File: src/rtl/raster_pkg.sv
package raster_pkg;
  localparam int NSRC       = 2;
  localparam int SRC_TIMER  = 0;
  localparam int SRC_LINE   = 1;
  localparam int BYTE_W     = 8;
endpackage

File: src/rtl/raster_rst_sync.sv
module raster_rst_sync #(
  parameter int STAGES = 2
) (
  input  logic clk_i,
  input  logic rst_ni,
  output logic rst_sync_no
);
  logic [STAGES-1:0] sync_q;

  always_ff @(posedge clk_i or negedge rst_ni) begin
    if (!rst_ni) sync_q <= '0;
    else         sync_q <= {sync_q[STAGES-2:0], 1'b1};
  end

  assign rst_sync_no = sync_q[STAGES-1];
endmodule

File: src/rtl/raster_beam_cnt.sv
module raster_beam_cnt
  import raster_pkg::*;
#(
  parameter int CNT_W     = 14,
  parameter int RELOAD    = 16128,
  parameter int TIMER_BIT = 11,
  parameter int LINE_BITS = 4
) (
  input  logic             clk_i,
  input  logic             rst_ni,
  input  logic             tick_i,
  output logic [CNT_W-1:0] cnt_o,
  output logic [NSRC-1:0]  ev_o
);
  localparam logic [CNT_W-1:0] RELOAD_V = CNT_W'(RELOAD);

  logic [CNT_W-1:0] cnt_q, cnt_d;
  logic             str_q, str_d;   // high while replaying the stretched segment

  function automatic logic line_zone(input logic [CNT_W-1:0] v);
    return &v[CNT_W-1 -: LINE_BITS];
  endfunction

  always_comb begin
    cnt_d = cnt_q;
    str_d = str_q;
    if (tick_i) begin
      if (&cnt_q) begin
        cnt_d = str_q ? '0 : RELOAD_V;
        str_d = ~str_q;
      end else begin
        cnt_d = cnt_q + 1'b1;
      end
    end
  end

  always_ff @(posedge clk_i or negedge rst_ni) begin
    if (!rst_ni) begin
      cnt_q <= '0;
      str_q <= 1'b0;
    end else if (tick_i) begin
      cnt_q <= cnt_d;
      str_q <= str_d;
    end
  end

  // events are taken from the rising edge of the next count
  assign ev_o[SRC_TIMER] = ~cnt_q[TIMER_BIT] & cnt_d[TIMER_BIT];
  assign ev_o[SRC_LINE]  = ~line_zone(cnt_q) & line_zone(cnt_d);
  assign cnt_o           = cnt_q;
endmodule

File: src/rtl/raster_irq_hold.sv
module raster_irq_hold #(
  parameter int HOLD = 100
) (
  input  logic clk_i,
  input  logic rst_ni,
  input  logic tick_i,
  input  logic ev_i,
  input  logic ack_i,
  output logic pend_o
);
  localparam int HW = $clog2(HOLD + 1);
  localparam logic [HW-1:0] HOLD_V = HW'(HOLD);

  logic          pend_q, pend_d;
  logic          ackd_q, ackd_d;
  logic [HW-1:0] hold_q, hold_d;

  always_comb begin
    pend_d = pend_q;
    ackd_d = ackd_q;
    hold_d = hold_q;
    if (ev_i) begin
      pend_d = 1'b1;
      ackd_d = 1'b0;
      hold_d = HOLD_V;
    end else if (pend_q) begin
      if (tick_i && (hold_q != '0)) hold_d = hold_q - 1'b1;
      if (ack_i) ackd_d = 1'b1;
      if (ackd_d && (hold_d == '0)) begin
        pend_d = 1'b0;
        ackd_d = 1'b0;
      end
    end
  end

  always_ff @(posedge clk_i or negedge rst_ni) begin
    if (!rst_ni) begin
      pend_q <= 1'b0;
      ackd_q <= 1'b0;
      hold_q <= '0;
    end else begin
      pend_q <= pend_d;
      ackd_q <= ackd_d;
      hold_q <= hold_d;
    end
  end

  assign pend_o = pend_q;
endmodule

File: src/rtl/raster_irq_top.sv
module raster_irq_top
  import raster_pkg::*;
#(
  parameter int CNT_W     = 14,
  parameter int RELOAD    = 16128,
  parameter int TIMER_BIT = 11,
  parameter int LINE_BITS = 4,
  parameter int VPOS_W    = 6,
  parameter int HOLD      = 100
) (
  input  logic              clk_i,
  input  logic              rst_ni,
  input  logic              tick_i,
  input  logic [NSRC-1:0]   ack_i,
  output logic [CNT_W-1:0]  beam_o,
  output logic [BYTE_W-1:0] vpos_o,
  output logic              irq_o
);
  localparam int PAD_W = BYTE_W - VPOS_W;

  logic            rst_sync_n;
  logic [NSRC-1:0] ev;
  logic [NSRC-1:0] pend;

  raster_rst_sync #(.STAGES(2)) rst_i (
    .clk_i       (clk_i),
    .rst_ni      (rst_ni),
    .rst_sync_no (rst_sync_n)
  );

  raster_beam_cnt #(
    .CNT_W(CNT_W), .RELOAD(RELOAD), .TIMER_BIT(TIMER_BIT), .LINE_BITS(LINE_BITS)
  ) cnt_i (
    .clk_i  (clk_i),
    .rst_ni (rst_sync_n),
    .tick_i (tick_i),
    .cnt_o  (beam_o),
    .ev_o   (ev)
  );

  for (genvar s = 0; s < NSRC; s++) begin : g_src
    raster_irq_hold #(.HOLD(HOLD)) hold_i (
      .clk_i  (clk_i),
      .rst_ni (rst_sync_n),
      .tick_i (tick_i),
      .ev_i   (ev[s]),
      .ack_i  (ack_i[s]),
      .pend_o (pend[s])
    );
  end

  if (PAD_W > 0) begin : g_pad
    assign vpos_o = {beam_o[CNT_W-1 -: VPOS_W], {PAD_W{1'b0}}};
  end else begin : g_nopad
    assign vpos_o = beam_o[CNT_W-1 -: BYTE_W];
  end

  assign irq_o = |pend;
endmodule

File: config.mk
export PLATFORM = sky130hd
export DESIGN_NAME = raster_irq_top
export DESIGN_NICKNAME = d
export VERILOG_FILES = /design/src/rtl/raster_pkg.sv /design/src/rtl/raster_rst_sync.sv /design/src/rtl/raster_beam_cnt.sv /design/src/rtl/raster_irq_hold.sv /design/src/rtl/raster_irq_top.sv
export SDC_FILE = /design/constraint.sdc
export NUM_CORES = 1
export LEC_CHECK = 0
export CORE_MARGIN = 5
export CORE_UTILIZATION = 57
export CTS_BUF_LIST = sky130_fd_sc_hd__clkbuf_8
export CTS_CLUSTER_DIAMETER = 60
export DETAILED_ROUTE_END_ITERATION = 12
export PLACE_DENSITY = 0.82
export SLEW_MARGIN = 5
export SYNTH_ARGS = -nofsm -noshare
export SYNTH_HDL_FRONTEND = slang
export SYNTH_SLANG_ARGS = --single-unit
File: constraint.sdc
create_clock -name clk_i -period 1.2 [get_ports clk_i]
set_input_delay 0.24 -clock clk_i [delete_from_list [all_inputs] [get_ports clk_i]]
set_output_delay 0.24 -clock clk_i [all_outputs]
set_load 0.005 [all_outputs]
==> flow_metrics.env, run 1 <==
export IMPL_outcome="did not finish"
export IMPL_stop_stage="4_1_cts"
export IMPL_tool_error="[ERROR DPL-0033] detailed placement checks failed during check placement."
export IMPL_cts_resized=135
export IMPL_post_cts_setup_buffers=25
export IMPL_clock_sinks=35
export IMPL_synth_flop_cell="dfrtp_1"
export IMPL_placed_area_um2=3080
export IMPL_io_pins=28
export IMPL_gp_congestion=0.874
export IMPL_cts_max_path_buffers=2
export IMPL_yosysTopAreaCell="dfrtp_1"
export IMPL_hold_buffers=0
export IMPL_synth_area_per_cell_um2=9.46
export IMPL_syn_area_um2=2180
export IMPL_h_tree_depth=2
export IMPL_die_height_um=71.8
export IMPL_portBuffers=25
export IMPL_num_rows=22
export IMPL_dp_hpwl_um=4470
export IMPL_yosysTopAreaCellShare_pct=40.3
export IMPL_syn_inst=230
export IMPL_synth_area_leaders="dfrtp_1, xnor2_1, nor2_1"
export IMPL_ys_seq_elements=35
export IMPL_ys_async_sr_fraction_pct=100
export IMPL_initial_core_util_pct=59.0
export IMPL_cts_buffers=5
export IMPL_ys_warn_count=0
export IMPL_die_w_um=71.8
export IMPL_synth_edf_count=0
export IMPL_cts_root_buf="clkbuf_8"
export IMPL_synth_cell_types=57
export IMPL_seq_area_frac_synth_pct=40.3
==> synthesized netlist by cell type (2+ instances only) <==
master and instances:
conb_1 2, o21ai_2 4, nand2b_1 3, clkbuf_1 3, o31ai_1 3, and3_1 6, nand4_1 2, o21ai_1 2
nor3_1 9, nor4bb_1 2, a211oi_1 2, xnor2_1 15, inv_1 14, nand3_2 2, nor4_4 2, ha_1 5
or4_1 2, nor2_1 20, o21ai_0 9, nor2b_1 2, nand3_1 5, buf_4 8, o211ai_1 3, a21oi_1 11
nor4_2 2, mux2i_1 5, dfrtp_1 35, nand2_1 16, nor4_1 6, o21a_1 3
==> through the flow <==
stage	hold slack (ns)	setup WS, ns	instances
floorplan	-0.0556	-0.677	231
global placement	0.279	-0.966	362
detailed placement	0.281	-1.07	362
==> logic make-up after synthesis <==
| logic type | share of synthesized area (%) |
|---|---|
| DFF | 40.3 |
| buffers and inverters | 6.67 |
| muxes | 2.82 |
| and+or+nand+nor | 24.6 |
| xor gates and xnor gates | 6.44 |
| other | 0.345 |
| AOI/OAI and AO/OA | 16.0 |
| adders and majority gates | 2.88 |
==> run 2: changes to the inputs <==
CORE_UTILIZATION = 40   (was 57)
CTS_BUF_LIST = not set   (was sky130_fd_sc_hd__clkbuf_8)
CTS_CLUSTER_DIAMETER = not set   (was 60)
PLACE_DENSITY = not set   (was 0.82)
PLACE_DENSITY_LB_ADDON = 0.15   (was not set)
==> run 2 against run 1 <==
  * The flow now finishes, with violations (setup timing)
  * Area after synthesis stayed put
  * Synthesized cell count is the same
==> flow_metrics.env, run 2 <==
export IMPL_p_clk_share_pct=16.8
export IMPL_synthToLayoutAreaGrowth_pct=84.2
export IMPL_cts_root_buf="clkbuf_8"
export IMPL_drt_met1_wl_um=2920
export IMPL_final_common_cell="buf_4"
export IMPL_timing_hold_ws_ns=0.114
export IMPL_swShare_pct=35.6
export IMPL_cp_start_kind="register"
export IMPL_num_rows=26
export IMPL_gp_congestion=0.859
export IMPL_clock_sinks=35
export IMPL_wl_met2_um=4060
export IMPL_synth_most_common_cell="dfrtp_1"
export IMPL_cts_buffers=5
export IMPL_syn_inst=230
export IMPL_portBuffers=25
export IMPL_ys_async_sr_fraction_pct=100
export IMPL_remaining_drc_errors=0
export IMPL_final_cell_mix="buf_4, buf_6, dfrtp_1"
export IMPL_post_route_min_period_ns=1.94
export IMPL_num_vias=2311
export IMPL_placed_area_um2=3170
export IMPL_synth_area_leaders="dfrtp_1, xnor2_1, nor2_1"
export IMPL_violations="setup timing"
export IMPL_drive_gt1_share_pct=59.7
export IMPL_antennaDiodeCount=0
export IMPL_drt_iter0_drc=93
export IMPL_p_leak_nw=1.81
export IMPL_synth_area_per_cell_um2=9.46
export IMPL_wl_per_cell_um=17.1
export IMPL_wl_met3_um=268
export IMPL_synth_flop_cell="dfrtp_1"
export IMPL_power_frac_comb_pct=53.9
export IMPL_path_clk_slew_ns=0.07
export IMPL_grt_max_degree=34
export IMPL_ys_seq_elements=35
export IMPL_coreArea_um2=5200
export IMPL_final_util_pct=77.0
export IMPL_cts_tree="built"
export IMPL_fmax_mhz=515
export IMPL_seq_power_share_pct=29.3
export IMPL_hp_class="in -> async"
export IMPL_intPower_mw=3.68
export IMPL_dp_hpwl_um=4260
export IMPL_critPathArrivalTime_ns=2.16
export IMPL_grt_setup_unrepaired="true"
export IMPL_synth_cell_types=57
export IMPL_worst_slack_ns=-0.741
export IMPL_syn_area_um2=2180
export IMPL_cts_max_path_buffers=2
export IMPL_seq_area_frac_synth_pct=40.3
export IMPL_die_area_um2=7010
export IMPL_drtPass1Iterations=4
export IMPL_powerDensity_nw_per_um2=1420
export IMPL_slew_violations=0
export IMPL_cp_required_ns=1.42
export IMPL_switchingPower_mw=2.03
export IMPL_yosysTopAreaCellShare_pct=40.3
export IMPL_ys_warn_count=0
export IMPL_nets=376
export IMPL_top_layer="met4"
export IMPL_die_height_um=83.8
export IMPL_grt_pass1_vias=2397
export IMPL_grt_overflow=0
export IMPL_die_w_um=83.8
export IMPL_grt_first_pass_wirelength_um=11200
export IMPL_synth_common_cells="dfrtp_1, nor2_1, nand2_1"
export IMPL_crit_fanout=4
export IMPL_outcome="finished, violations left"
export IMPL_hold_viol_final=0
export IMPL_finalSetupViolations=47
export IMPL_worstSetupPathType="reg -> reg"
export IMPL_clock_latency_ns=0.28
export IMPL_h_tree_depth=2
export IMPL_maxCapViolations=0
export IMPL_antenna_found_initial=0
export IMPL_power_mw=5.71
export IMPL_initial_core_util_pct=41.8
export IMPL_vdd_ir_drop_max_uv=1260
export IMPL_totalWireLength_um=7460
export IMPL_worstSetupEndpointType="register"
export IMPL_hold_buffers=0
export IMPL_skew_ns=0.00454
export IMPL_post_route_period_util_pct=162
export IMPL_viasPerCell=5.29
export IMPL_fin_area_um2=4010
export IMPL_io_pins=28
export IMPL_grt_usage_pct=19.6
export IMPL_synth_edf_count=0
export IMPL_yosysTopAreaCell="dfrtp_1"
export IMPL_drtAntennaViolNets=0
## run 2: cells by family (layout without fill, tap and decap cells)
family | Yosys count | count (layout) | share of synthesized area [%]
simple gates | 89 | 89 | 24.6
compound gates | 49 | 49 | 16.0
flops | 35 | 35 | 40.3
buf+inv | 28 | 164 | 6.67
xor+xnor | 16 | 16 | 6.44
mux | 6 | 6 | 2.82
fa+ha+maj | 5 | 5 | 2.88
other cells | 2 | 3 | 0.345
## run 2: final cells by class
type / count / area (um^2)
Sequential cell: 35 / 881
Clock buffer: 8 / 100
Inverter: 15 / 61.3
Multi-Input combinational cell: 168 / 1580
Timing Repair Buffer: 141 / 1300
Tap cell: 70 / 87.6
Fill cell: 319 / 1200
## run 2: routing by layer
layer,track usage [%],vias up
met2,35.9,69
li1,-,1089
met1,22.6,1132
met5,0,-
met3,2.57,21
met4,8.63,0
## run 2: per-stage QoR
stage	std cells	TNS, ns	worst slack (ns)
after floorplan	231	-12.82	-0.677
after global placement	390	-23.42	-0.973
after detailed placement	390	-24.31	-1.03
after CTS	430	-16.84	-0.629
after global routing	437	-20.85	-0.791
final	437	-18.10	-0.741
## run 2: worst paths after layout
path | startpoint | endpoint | slack, ns | cells after the start
worst max-delay path | cnt_i.cnt_o[11] | g_src[1].hold_i.hold_q[6] | -0.74 | 6
worst min-delay path | rst_ni | rst_i.sync_q[1] | 0.11 | 1
worst max register to register | cnt_i.cnt_o[11] | g_src[1].hold_i.hold_q[6] | -0.74 | 6
worst min register to register | rst_i.sync_q[1] | cnt_i.cnt_o[9] | 0.23 | 1
max in group asynchronous | rst_i.sync_q[1] | cnt_i.cnt_o[10] | 0.78 | 1
min in group clk_i | rst_i.sync_q[0] | rst_i.sync_q[1] | 0.35 | 0
## run 2: power by group through the flow
stage,Sequential (mW),Combinational (mW),Clock [mW]
after floorplan,1.77,1.12,0
after global placement,1.64,2.43,0
after detailed placement,1.64,2.48,0
after CTS,1.66,2.98,0.982
after global routing,1.70,3.31,1.03
final,1.67,3.08,0.958
## run 2: timing repair
item,4_1_cts,5_1_grt
pin swaps,32,18
resized for setup,162,44
buffers inserted,36,23
endpoints found under the setup margin,54,52
## run 2: critical path: stages, from the launching register on
cell	delay, ns
dfrtp_1	0.49
nand3_2	0.23
buf_4	0.21
o21ai_0	0.25
mux2i_2	0.16
or3_4	0.40
o21ai_2	0.14
Note: power is estimated with default switching activity, not from simulation.
==> run 3: changes to the inputs <==
TNS_END_PERCENT = 5   (was not set)
==> run 3 against run 2 <==
  * The run still ends with setup timing left
  * Sequential power hardly changed
  * First-iteration DRC count is 7.5% lower
  * Sequential cell count stayed put
  * Critical path type unchanged
  * Largest cell class unchanged
  * Highest routed layer unchanged
==> flow_metrics.env, run 3 (synthesized netlist as in run 2, its figures left out) <==
export IMPL_final_util_pct=67.2
export IMPL_io_pins=28
export IMPL_skew_ns=0.00415
export IMPL_violations="setup timing"
export IMPL_worstSetupEndpointType="register"
export IMPL_seqCellArea_um2=882
export IMPL_crit_cells=8
export IMPL_path_buf_inv=2
export IMPL_clock_sinks=35
export IMPL_finalSetupViolations=48
export IMPL_clock_latency_ns=0.30
export IMPL_maxCapViolations=0
export IMPL_dp_hpwl_um=4140
export IMPL_final_cell_mix="buf_4, dfrtp_1, nor2_1"
export IMPL_cts_tree="built"
export IMPL_totalWireLength_um=5910
export IMPL_power_frac_comb_pct=43.9
export IMPL_crit_path_max_incr_delay_ns=0.38
export IMPL_crit_start="g_src[1].hold_i.hold_q[0]"
export IMPL_antennaDiodeCount=0
export IMPL_grt_first_pass_wirelength_um=9540
export IMPL_cts_root_buf="clkbuf_8"
export IMPL_fin_area_um2=3500
export IMPL_slew_violations=0
export IMPL_die_height_um=83.8
export IMPL_outcome="finished, violations left"
export IMPL_portBuffers=25
export IMPL_grt_usage_pct=16.6
export IMPL_fillCellCount=419
export IMPL_hp_class="in -> async"
export IMPL_fmax_mhz=547
export IMPL_cp_required_ns=1.39
export IMPL_worstSetupPathType="reg -> reg"
export IMPL_grt_pass1_vias=2045
export IMPL_viasPerCell=5.10
export IMPL_hold_viol_final=0
export IMPL_grt_overflow=0
export IMPL_nets=349
export IMPL_crit_family="compound AO/OA/AOI/OAI gates"
export IMPL_r2r_start="g_src[1].hold_i.hold_q[0]"
export IMPL_coreArea_um2=5200
export IMPL_cp_start_kind="register"
export IMPL_initial_core_util_pct=41.8
export IMPL_h_tree_depth=2
export IMPL_switchingPower_mw=1.81
export IMPL_synthToLayoutAreaGrowth_pct=60.7
export IMPL_drt_iter0_drc=86
export IMPL_swShare_pct=33.9
export IMPL_drive_gt1_share_pct=50.9
export IMPL_r2r_end="g_src[1].hold_i.pend_o"
export IMPL_seq_power_share_pct=31.6
export IMPL_grt_max_degree=34
export IMPL_cts_max_path_buffers=2
export IMPL_final_common_cell="buf_4"
export IMPL_r2r_slack_ns=-0.63
export IMPL_r2r_cells=8
export IMPL_gp_congestion=0.876
export IMPL_cts_buffers=5
export IMPL_grt_setup_unrepaired="true"
export IMPL_multiInputGateArea_um2=1430
export IMPL_antenna_found_initial=0
export IMPL_remaining_drc_errors=0
export IMPL_drtAntennaViolNets=0
export IMPL_vdd_ir_drop_max_uv=1220
export IMPL_die_w_um=83.8
export IMPL_post_route_period_util_pct=152
export IMPL_num_vias=2089
export IMPL_p_clk_share_pct=24.5
export IMPL_worstPathCellList="inv_2 > ha_2 > nor4b_2 > buf_4 > a2111oi_4 > o211ai_1 > o21ai_1 > o21ai_2"
export IMPL_cp_endpoint="g_src[1].hold_i.pend_o"
export IMPL_placed_area_um2=3110
export IMPL_p_leak_nw=1.58
export IMPL_worst_slack_ns=-0.629
export IMPL_finalSetupTns_ns=-16.96
export IMPL_post_route_min_period_ns=1.83
export IMPL_die_area_um2=7010
export IMPL_hold_buffers=0
export IMPL_slowest_stage="a2111oi_4"
export IMPL_powerDensity_nw_per_um2=1530
export IMPL_intPower_mw=3.53
export IMPL_drtPass1Iterations=4
export IMPL_crit_fanout=3
export IMPL_path_clk_slew_ns=0.08
export IMPL_num_rows=26
export IMPL_wl_per_cell_um=14.4
export IMPL_critPathArrivalTime_ns=2.02
run 3: power groups by stage:
| stage | registers, mW | clock network [mW] | logic, mW |
|---|---|---|---|
| final | 1.69 | 1.31 | 2.34 |
| after global placement | 1.65 | 0 | 2.10 |
| after CTS | 1.68 | 1.33 | 2.29 |
| after floorplan | 1.74 | 0 | 0.908 |
| after global routing | 1.73 | 1.39 | 2.56 |
| after detailed placement | 1.64 | 0 | 2.13 |
run 3: worst reg2reg max path, delay by kind of cell (launching register included):
family	cells	cell delay [ns]
AND/OR/NAND/NOR	1	0.15
AO/OA/AOI/OAI	4	0.82
adder cells (fa/ha/maj)	1	0.18
buffers and inverters	2	0.20
flip-flops	1	0.36
run 3: stage by stage:
| step | setup slack [ns] | cells | hold WS, ns | power, mW |
|---|---|---|---|---|
| detailed placement | -1.05 | 397 | 0.289 | 3.77 |
| global route | -0.742 | 410 | 0.0813 | 5.67 |
| finish | -0.629 | 410 | 0.0916 | 5.34 |
| floorplan | -0.684 | 231 | -0.0556 | 2.65 |
| global placement | -0.993 | 397 | 0.291 | 3.75 |
| CTS | -0.694 | 406 | 0.0913 | 5.30 |
run 3: how the worst min path moves through the flow:
stage | startpoint | endpoint | slack (ns)
floorplan | rst_ni | rst_i.sync_q[0] | -0.06
global placement | rst_i.sync_q[1] | cnt_i.cnt_o[5] | 0.29
detailed placement | rst_i.sync_q[1] | cnt_i.cnt_o[4] | 0.29
CTS | rst_ni | rst_i.sync_q[1] | 0.09
global route | rst_ni | rst_i.sync_q[1] | 0.08
finish | rst_ni | rst_i.sync_q[1] | 0.09
run 3: repair_timing:
action / 4_1_cts / 5_1_grt
resized for setup: 64 / 59
setup buffers: 1 / 4
endpoints found under the setup margin: 53 / 53
pin swaps: 5 / 16
run 3: area by class of cell:
type                    instances  area share, %
multi-input cells             168           40.9
flip-flops and latches         35           25.2
repair buffers                114           25.8
well taps                      70           2.50
clock inverters                 3           1.93
clock buffers                   5           1.97
inverters                      15           1.68
run 3: layer usage:
metal / wire (um) / vias to the layer above / GRT usage, %
li1: - / 1033 / -
met4: 108 / 0 / 5.70
met5: 0 / - / 0
met1: 2640 / 990 / 20.8
met2: 2910 / 54 / 28.3
met3: 257 / 12 / 3.55
==> run 4: changes to the inputs <==
SETUP_SLACK_MARGIN = 0.5   (was not set)
TNS_END_PERCENT = 30   (was 5)
==> run 4 against run 3 <==
  * The flow still finishes with violations (setup timing)
  * Via count fell by 2.2%
  * Worst hold slack improved by 0.021 ns
  * Critical path depth unchanged
  * Largest power group unchanged
  * Critical path type unchanged
  * Sequential share of layout area shrank 0.43 points
  * Final area increased by 1.7%
  * Final cell count shrank 1.7%
  * Combinational power grew 9.8%
  * Sequential power down 3%
  * Clock power fell by 15%
  * First-iteration DRC count increased by 21%
==> flow_metrics.env, run 4 (synthesized netlist as in run 2, its figures left out) <==
export IMPL_outcome="finished, violations left"
export IMPL_violations="setup timing"
export IMPL_p_leak_nw=1.57
export IMPL_clock_latency_ns=0.28
export IMPL_grt_first_pass_wirelength_um=10100
export IMPL_cts_buffers=5
export IMPL_initial_core_util_pct=41.8
export IMPL_post_route_min_period_ns=1.85
export IMPL_die_area_um2=7010
export IMPL_gp_congestion=0.808
export IMPL_num_vias=2044
export IMPL_io_pins=28
export IMPL_cts_max_path_buffers=2
export IMPL_viasPerCell=5.07
export IMPL_drt_iter0_drc=104
export IMPL_drive_gt1_share_pct=52.0
export IMPL_worstSetupEndpointType="register"
export IMPL_cp_start_kind="register"
export IMPL_coreArea_um2=5200
export IMPL_crit_fanout=5
export IMPL_antenna_found_initial=0
export IMPL_grt_overflow=0
export IMPL_cts_root_buf="clkbuf_8"
export IMPL_dp_hpwl_um=4220
export IMPL_slew_violations=0
export IMPL_timing_hold_ws_ns=0.113
export IMPL_fmax_mhz=539
export IMPL_remaining_drc_errors=0
export IMPL_fillCellCount=415
export IMPL_grt_setup_unrepaired="true"
export IMPL_cts_tree="built"
export IMPL_maxCapViolations=0
export IMPL_wl_per_cell_um=14.6
export IMPL_hold_viol_final=0
export IMPL_grt_pass1_vias=2227
export IMPL_clock_sinks=35
export IMPL_h_tree_depth=2
export IMPL_final_cell_mix="buf_4, dfrtp_1, nor2_1, buf_6"
export IMPL_post_route_period_util_pct=155
export IMPL_grt_usage_pct=17.3
export IMPL_vdd_ir_drop_max_uv=1480
export IMPL_antennaDiodeCount=0
export IMPL_path_clk_slew_ns=0.08
export IMPL_finalSetupTns_ns=-17.48
export IMPL_synthToLayoutAreaGrowth_pct=63.5
export IMPL_drtPass1Iterations=4
export IMPL_placed_area_um2=3120
export IMPL_totalWireLength_um=5880
export IMPL_finalSetupViolations=45
export IMPL_skew_ns=0.00369
export IMPL_powerDensity_nw_per_um2=1500
export IMPL_final_common_cell="buf_4"
export IMPL_worstSetupPathType="reg -> reg"
export IMPL_grt_max_degree=34
export IMPL_num_rows=26
export IMPL_die_w_um=83.8
export IMPL_fin_area_um2=3560
export IMPL_critPathArrivalTime_ns=2.07
export IMPL_die_height_um=83.8
export IMPL_nets=342
export IMPL_worst_slack_ns=-0.655
export IMPL_hp_class="in -> async"
export IMPL_cp_required_ns=1.41
export IMPL_portBuffers=25
export IMPL_drtAntennaViolNets=0
-- run 4: final cells by class --
| type | count | area [um^2] | area share (%) |
|---|---|---|---|
| Clock inverter | 2 | 35.0 | 0.985 |
| Timing Repair Buffer | 107 | 901 | 25.3 |
| Sequential cell | 35 | 882 | 24.8 |
| Tap cell | 70 | 87.6 | 2.46 |
| Clock buffer | 6 | 82.6 | 2.32 |
| Multi-Input combinational cell | 168 | 1510 | 42.3 |
| Inverter | 15 | 63.8 | 1.79 |
-- run 4: worst max-delay path, cell delays in order, from the launching register on --
cell and delay (ns):
dfrtp_2 0.39, ha_4 0.17, nand3_4 0.09, buf_6 0.14, nor4_4 0.29, mux2i_2 0.34, nor3_2 0.08, buf_4 0.17
a21oi_2 0.11
-- run 4: what timing repair did --
| item | 4_1_cts | 5_1_grt |
|---|---|---|
| hold buffers | 0 | 0 |
| pin swaps | 16 | 17 |
| endpoints found under the setup margin | 54 | 54 |
| endpoints found under the hold margin | 0 | 0 |
| resized for setup | 76 | 41 |
| buffers inserted | 5 | 5 |
-- run 4: metal layers --
metal	routed length [um]	vias to the layer above	part of all wire (%)	track usage, %
li1	-	1016	-	-
met1	2610	993	44	21.3
met2	3040	33	52	31.7
met3	198	2	3.4	2.47
met4	30	0	0.51	3.95
met5	0	-	0	0
-- run 4: worst paths after layout --
check	startpoint	to	slack, ns	cells after the start
worst max-delay path	cnt_i.cnt_o[0]	g_src[1].hold_i.hold_q[0]	-0.65	8
worst min-delay path	rst_ni	rst_i.sync_q[0]	0.11	1
max in group asynchronous	rst_i.sync_q[1]	cnt_i.cnt_o[9]	0.78	1
worst min register to register	rst_i.sync_q[1]	cnt_i.cnt_o[4]	0.23	1
worst max register to register	cnt_i.cnt_o[0]	g_src[1].hold_i.hold_q[0]	-0.65	8
min in group clk_i	rst_i.sync_q[0]	rst_i.sync_q[1]	0.36	0
-- run 4: power breakdown --
part	switching (mW)	internal [mW]	total [mW]	leakage (nW)
sequential	0.207	1.43	1.64	0.428
combinational	1.20	1.37	2.57	1.08
clock	0.448	0.673	1.12	0.0612
-- run 4: metrics by stage --
step	util (%)	instances	worst slack (ns)	power, mW
after floorplan	-	231	-0.684	2.88
after global placement	59.9	385	-0.947	3.96
after detailed placement	59.9	385	-1.01	4.03
after CTS	66.1	398	-0.648	5.21
after global routing	68.3	403	-0.745	5.70
final	68.3	403	-0.655	5.34
